--- src/rtl/cmtimer_pkg.sv ---
package cmtimer_pkg;

  typedef enum logic [1:0] {
    REG_CNT = 2'b00,
    REG_CMP = 2'b01,
    REG_CTL = 2'b10,
    REG_STS = 2'b11
  } regSel_e;

  typedef enum logic [1:0] {
    CLR_NONE    = 2'b00,
    CLR_MATCH_A = 2'b01,
    CLR_MATCH_B = 2'b10,
    CLR_EXT     = 2'b11
  } clrSel_e;

  typedef enum logic [1:0] {
    OUT_HOLD   = 2'b00,
    OUT_LOW    = 2'b01,
    OUT_HIGH   = 2'b10,
    OUT_TOGGLE = 2'b11
  } outSel_e;

  // Per-channel strobes produced by the bus decoder.
  typedef struct packed {
    logic wrCnt;
    logic wrCmp;
    logic wrCtl;
    logic wrSts;
    logic rdSts;
  } chStrobe_t;

  localparam int unsigned STS_OVF = 0;
  localparam int unsigned STS_CMA = 1;

endpackage

--- src/rtl/cmtimer_bus.sv ---
module cmtimer_bus
  import cmtimer_pkg::*;
#(
  parameter int unsigned DATA_W = 8
) (
  input  logic [2:0]                   busAddr,
  input  logic                         busWord,
  input  logic                         busWr,
  input  logic                         busRd,
  input  logic [2*DATA_W-1:0]          busWdata,
  output logic [2*DATA_W-1:0]          busRdata,
  output chStrobe_t [1:0]              stb,
  output logic [1:0][DATA_W-1:0]       wrData,
  input  logic [1:0][DATA_W-1:0]       cntQ,
  input  logic [1:0][DATA_W-1:0]       cmpQ,
  input  logic [1:0][DATA_W-1:0]       ctlQ,
  input  logic [1:0][DATA_W-1:0]       stsQ
);

  localparam int unsigned N_CH = 2;

  regSel_e regSel;
  logic [N_CH-1:0][DATA_W-1:0] chRd;

  assign regSel = regSel_e'(busAddr[2:1]);

  for (genvar ch = 0; ch < N_CH; ch++) begin : g_ch
    logic hit;
    assign hit = busWord | (busAddr[0] == (ch == 1));

    always_comb begin
      stb[ch].wrCnt = busWr & hit & (regSel == REG_CNT);
      stb[ch].wrCmp = busWr & hit & (regSel == REG_CMP);
      stb[ch].wrCtl = busWr & hit & (regSel == REG_CTL);
      stb[ch].wrSts = busWr & hit & (regSel == REG_STS);
      stb[ch].rdSts = busRd & hit & (regSel == REG_STS);
    end

    // Word access: channel 0 in the upper byte lane.
    assign wrData[ch] = busWord ? busWdata[(N_CH-1-ch)*DATA_W +: DATA_W]
                                : busWdata[DATA_W-1:0];

    always_comb begin
      unique case (regSel)
        REG_CNT: chRd[ch] = cntQ[ch];
        REG_CMP: chRd[ch] = cmpQ[ch];
        REG_CTL: chRd[ch] = ctlQ[ch];
        default: chRd[ch] = stsQ[ch];
      endcase
    end
  end

  always_comb begin
    if (busWord) busRdata = {chRd[0], chRd[1]};
    else         busRdata = {{DATA_W{1'b0}}, chRd[busAddr[0]]};
  end

endmodule

--- src/rtl/cmtimer_chan.sv ---
module cmtimer_chan
  import cmtimer_pkg::*;
#(
  parameter int unsigned DATA_W = 8
) (
  input  logic              clk,
  input  logic              rstN,
  input  chStrobe_t         stb,
  input  logic [DATA_W-1:0] wrData,
  input  logic              countEn,
  input  logic              extClr,
  input  logic              cmpBEvt,
  output logic [DATA_W-1:0] cntQ,
  output logic [DATA_W-1:0] cmpQ,
  output logic [DATA_W-1:0] ctlQ,
  output logic [DATA_W-1:0] stsQ,
  output logic              tmrOut
);

  logic [DATA_W-1:0] cnt;
  logic [DATA_W-1:0] cmp;
  clrSel_e           clrSel;
  outSel_e           outSel;
  logic              ovfFlag, cmaFlag;
  logic              ovfArm, cmaArm;
  logic              eqLast;
  logic              outQ;

  logic eqNow, eqGated, matchA, extClrNow, countClr, wrapNow, ovfClr, cmaClr;

  always_comb begin
    eqNow     = (cnt == cmp);
    // Comparison is blocked while the constant is being written.
    eqGated   = eqNow & ~stb.wrCmp;
    matchA    = eqGated & ~eqLast;
    extClrNow = (clrSel == CLR_EXT) & extClr;
    countClr  = countEn & (((clrSel == CLR_MATCH_A) & eqGated) |
                           ((clrSel == CLR_MATCH_B) & cmpBEvt));
    wrapNow   = countEn & ~stb.wrCnt & ~extClrNow & ~countClr &
                (cnt == {DATA_W{1'b1}});
    ovfClr    = stb.wrSts & ~wrData[STS_OVF] & ovfArm;
    cmaClr    = stb.wrSts & ~wrData[STS_CMA] & cmaArm;
  end

  always_ff @(posedge clk) begin
    if (!rstN)              cnt <= '0;
    else if (stb.wrCnt)     cnt <= wrData;
    else if (extClrNow)     cnt <= '0;
    else if (countClr)      cnt <= '0;
    else if (countEn)       cnt <= cnt + 1'b1;
  end

  always_ff @(posedge clk) begin
    if (!rstN)          cmp <= '1;
    else if (stb.wrCmp) cmp <= wrData;
  end

  always_ff @(posedge clk) begin
    if (!rstN) begin
      clrSel <= CLR_NONE;
      outSel <= OUT_HOLD;
    end else if (stb.wrCtl) begin
      clrSel <= clrSel_e'(wrData[1:0]);
      outSel <= outSel_e'(wrData[3:2]);
    end
  end

  // Sticky flags: set has priority over an armed clear.
  always_ff @(posedge clk) begin
    if (!rstN) begin
      ovfFlag <= 1'b0;
      cmaFlag <= 1'b0;
    end else begin
      ovfFlag <= wrapNow | (ovfFlag & ~ovfClr);
      cmaFlag <= matchA  | (cmaFlag & ~cmaClr);
    end
  end

  always_ff @(posedge clk) begin
    if (!rstN) begin
      ovfArm <= 1'b0;
      cmaArm <= 1'b0;
    end else if (stb.wrSts) begin
      ovfArm <= 1'b0;
      cmaArm <= 1'b0;
    end else if (stb.rdSts) begin
      ovfArm <= ovfArm | ovfFlag;
      cmaArm <= cmaArm | cmaFlag;
    end
  end

  always_ff @(posedge clk) begin
    if (!rstN) eqLast <= 1'b0;
    else       eqLast <= eqGated;
  end

  always_ff @(posedge clk) begin
    if (!rstN) outQ <= 1'b0;
    else if (matchA) begin
      unique case (outSel)
        OUT_LOW:    outQ <= 1'b0;
        OUT_HIGH:   outQ <= 1'b1;
        OUT_TOGGLE: outQ <= ~outQ;
        default:    outQ <= outQ;
      endcase
    end
  end

  assign cntQ   = cnt;
  assign cmpQ   = cmp;
  assign ctlQ   = DATA_W'({outSel, clrSel});
  assign stsQ   = DATA_W'({cmaFlag, ovfFlag});
  assign tmrOut = outQ;

endmodule

--- src/rtl/cmtimer_pair.sv ---
module cmtimer_pair
  import cmtimer_pkg::*;
#(
  parameter int unsigned DATA_W = 8
) (
  input  logic                clk,
  input  logic                rstN,
  input  logic [2:0]          busAddr,
  input  logic                busWord,
  input  logic                busWr,
  input  logic                busRd,
  input  logic [2*DATA_W-1:0] busWdata,
  output logic [2*DATA_W-1:0] busRdata,
  input  logic [1:0]          countEn,
  input  logic [1:0]          extClr,
  input  logic [1:0]          cmpBEvt,
  output logic [1:0]          tmrOut
);

  localparam int unsigned N_CH = 2;

  chStrobe_t [N_CH-1:0]         stb;
  logic [N_CH-1:0][DATA_W-1:0]  wrData;
  logic [N_CH-1:0][DATA_W-1:0]  cntQ;
  logic [N_CH-1:0][DATA_W-1:0]  cmpQ;
  logic [N_CH-1:0][DATA_W-1:0]  ctlQ;
  logic [N_CH-1:0][DATA_W-1:0]  stsQ;

  cmtimer_bus #(.DATA_W(DATA_W)) u_bus (
    .busAddr  (busAddr),
    .busWord  (busWord),
    .busWr    (busWr),
    .busRd    (busRd),
    .busWdata (busWdata),
    .busRdata (busRdata),
    .stb      (stb),
    .wrData   (wrData),
    .cntQ     (cntQ),
    .cmpQ     (cmpQ),
    .ctlQ     (ctlQ),
    .stsQ     (stsQ)
  );

  for (genvar ch = 0; ch < N_CH; ch++) begin : g_chan
    cmtimer_chan #(.DATA_W(DATA_W)) u_chan (
      .clk     (clk),
      .rstN    (rstN),
      .stb     (stb[ch]),
      .wrData  (wrData[ch]),
      .countEn (countEn[ch]),
      .extClr  (extClr[ch]),
      .cmpBEvt (cmpBEvt[ch]),
      .cntQ    (cntQ[ch]),
      .cmpQ    (cmpQ[ch]),
      .ctlQ    (ctlQ[ch]),
      .stsQ    (stsQ[ch]),
      .tmrOut  (tmrOut[ch])
    );
  end

endmodule

--- config.mk ---
export PLATFORM = sky130hd
export DESIGN_NAME = cmtimer_pair
export DESIGN_NICKNAME = d
export VERILOG_FILES = /design/src/rtl/cmtimer_pkg.sv /design/src/rtl/cmtimer_bus.sv /design/src/rtl/cmtimer_chan.sv /design/src/rtl/cmtimer_pair.sv
export SDC_FILE = /design/constraint.sdc
export NUM_CORES = 1
export LEC_CHECK = 0
export ABC_AREA = 1
export BUFFER_PORTS_ARGS = -buffer_cell sky130_fd_sc_hd__buf_4
export CAP_MARGIN = 5
export CORE_UTILIZATION = 55
export DETAILED_ROUTE_END_ITERATION = 10
export GPL_ROUTABILITY_DRIVEN = 0
export PLACE_DENSITY = 0.75
export SLEW_MARGIN = 20
export SYNTH_ARGS = -nofsm -noshare
export SYNTH_HDL_FRONTEND = slang
export SYNTH_SLANG_ARGS = --single-unit
--- constraint.sdc ---
create_clock -name clk -period 1.8 [get_ports clk]
set_clock_uncertainty 0.15 [all_clocks]
set_input_delay 0.18 -clock clk [delete_from_list [all_inputs] [get_ports clk]]
set_output_delay 0.18 -clock clk [all_outputs]
set_load 0.05 [all_outputs]
==> metrics <==
status=completed; Flop pwr share=about 46%; relative slew slack=between 60% and 70%; Power Dens Cells=around 700 nW/um2; drt first pass iters=5; GRT Overall Usage=between 20% and 30%; WL final=just under 9000 um; Vias=roughly 3500; max cap viols=0; die width=about 79 um; warnings from Yosys=0; Tmin final=roughly 1.7 ns; post-synth top area cell=dfxtp_1; Post-Synth Adder-Cell Area=less than 1%; Netlist cell types=36; Antenna Cells=0; placed wire-length estimate=approximately 6700 um; full die area=6250 um2; # rows=27; Top FF cell, synth=dfxtp_1; Tightest Pin Transition=approximately 0.54 ns; Clock Power Share=28.5%; Int Pwr=1889 uW; Synth top cells by count=nand2_1 (119), inv_1 (80), o21ai_0 (53); Synth-to-Final Area Change=21.30%; met1 Use GR=37.06%; H-Tree Depth=2; share of synthesized area spent on multiplexers=0%; async set-reset flop share out of synthesis=0%; Synth area leaders=dfxtp_1 (32%), nand2_1 (14%), inv_1 (9.2%), o21ai_0 (8.1%), a21oi_1 (7.7%); via/cell ratio=5.504; Syn Area/Cell=approximately 6.5 um2; met2 Use GR=51.03%; total CTS buffers=5; switching share of power=between 30% and 40%; CP max-delay cell=dfxtp_1; DRC=0; kind of critical path=reg -> out; Worst setup SP type=flip-flop; worst-path cell chain=nand2_1, o221ai_1, a211oi_1, a21oi_2, buf_6; Ports=48; syn nets=536; layout filler cell count=509; post-synthesis sequential area ratio=roughly a third; combinational power share=25.5%; final setup fails=0; Leak Pwr=between 0.0015 and 0.002 uW; area share of the largest cell type after synthesis=31.88%; Final Hold Violating Endpoints=0; CTS root buffer=clkbuf_8; Fmax achieved=approximately 570 MHz; nets=592; Net Sw Power=a little under 900 uW; met3 Resource Use GR=4.253%; Worst EP required=around 1.5 ns; fin. max-slew vios=0; initial DRC count=180; Mapped Cells=504; Most Used Layer, Global Route=met2; nature of the critical path endpoint=primary output; Final ANT Viol Nets=0; HP Class=in -> reg; final cycle utilization of the critical path=a little over nine tenths; GRT Residual Overflow=0; CP Buf/Inv Count=1; drt wl/cell=approximately 14 um; initial antenna violation count=0; Worst-path clk slew=0.10 ns; Max rail drop VDD=0.0004844 V; Worst R2R Setup Slack=between 0.1 and 0.15 ns; first-pass GRT wire length=approximately 14000 um; Crit path largest cell delay=roughly 0.38 ns; Starting Density=58.23%; register bit total from synthesis=52; vias in the first global route=3166; top-count cell post-synth=nand2_1; clock sinks=52; Max Buffers Root-to-Sink=2; number of synthesized flops with an enable pin=0; die height=roughly 80 um; Synth Area in Simple Gates=between 20 and 30%; post-synthesis compound-gate area fraction=23.45%; Post-Synth XOR/XNOR Area=under 10%; clock latency on the worst-skew pair=between 0.3 and 0.4 ns; largest net degree at the start of global routing=22; Worst EP arrival=about 1.4 ns; Finished Core Util=a little over two thirds; share of cells above drive strength 1=22.10%; worst slack, placed=just under 0.09 ns; Mapped Area=~3300 um2; Worst Slack Setup Final=0.05769 ns; CTS tree=yes; Core Region=about 5600 um2; port buffer count=47; largest family of logic cells by synthesized area=simple AND/OR/NAND/NOR gates; Top delay family on crit path=compound AO/OA/AOI/OAI gates; Worst Path Max Fanout=5
[cell usage in the layout (no fill, tap or decap), drive strengths merged, types with 8 or more instances in the layout]
cell type,synthesis,routed
o22ai,9,9
a21oi,51,51
o21ai,53,53
dfxtp,52,52
nand3,12,12
nand2,127,127
o211ai,8,8
nor2,48,48
buf,8,61
inv,85,85
[flip-flops by register name (all words and copies together), names as in the netlist]
name                   flops
g_chan.u_chan.clrSel       4
g_chan.u_chan.cmaArm       2
g_chan.u_chan.cmaFlag      2
g_chan.u_chan.cmpQ        16
g_chan.u_chan.cntQ        16
g_chan.u_chan.eqLast       2
g_chan.u_chan.outSel       4
g_chan.u_chan.ovfArm       2
g_chan.u_chan.ovfFlag      2
g_chan.u_chan.tmrOut       2
[cells by family (layout without fill, tap and decap cells)]
family,after synthesis,count (layout)
XOR/XNOR,12,12
buffers and inverters,103,160
AO/OA/AOI/OAI,134,134
flip-flops,52,52
AND/OR/NAND/NOR,201,201
adder cells (fa/ha/maj),2,2
[stage by stage]
step	instances	hold WS, ns	TNS, ns	area, um2	total power [uW]
finish	633	0.03285	0	3961	2779
global route	633	0.03663	-0.001333	3961	2907
CTS	630	0.02950	0	3881	2762
detailed placement	616	0.2608	0	3700	1965
global placement	616	0.2585	0	3700	1954
floorplan	504	0.1604	-0.6621	3278	1752
[worst paths after layout]
| path | endpoint | cells past startpoint | startpoint |
|---|---|---|---|
| worst min-delay path | g_chan[0].u_chan.cmpQ[4] | 2 | rstN |
| worst max register to register | g_chan[1].u_chan.tmrOut | 11 | g_chan[1].u_chan.cntQ[6] |
| worst max-delay path | busRdata[1] | 5 | g_chan[1].u_chan.clrSel[1] |
| worst min register to register | g_chan[0].u_chan.clrSel[1] | 2 | g_chan[0].u_chan.clrSel[1] |
[metal layers]
metal / share of wire [%] / up-vias
met1: 43 / 1613
met3: 4.9 / 16
met4: 1.9 / 0
met2: 50 / 121
met5: 0 / -
li1: - / 1734
[power groups by stage]
stage | clock (uW) | sequential [uW] | combinational, uW
final | 793 | 1280 | 708
after floorplan | 0 | 1280 | 476
after global routing | 848 | 1290 | 771
after CTS | 805 | 1270 | 684
after detailed placement | 0 | 1300 | 667
after global placement | 0 | 1300 | 659
[final cells by class]
class                      instances  area, um2  area share, %
clock inverter                     2      35.03         0.8844
tap                               72      90.09          2.274
timing repair buffer              67      536.8          13.55
multi-input combinational        349       1847          46.62
clock buffer                       6      72.57          1.832
inverter                          85      321.6          8.117
sequential                        52       1059          26.72
[repair_timing]
item | 4_1_cts | 5_1_grt
pin swaps | 0 | 5
buffers inserted | 0 | 3
endpoints found under the setup margin | 4 | 22
hold buffers | 6 | 0
hold endpoints to repair | 6 | 0
gates resized for setup | 5 | 29
(Power assumes the default switching activity.)
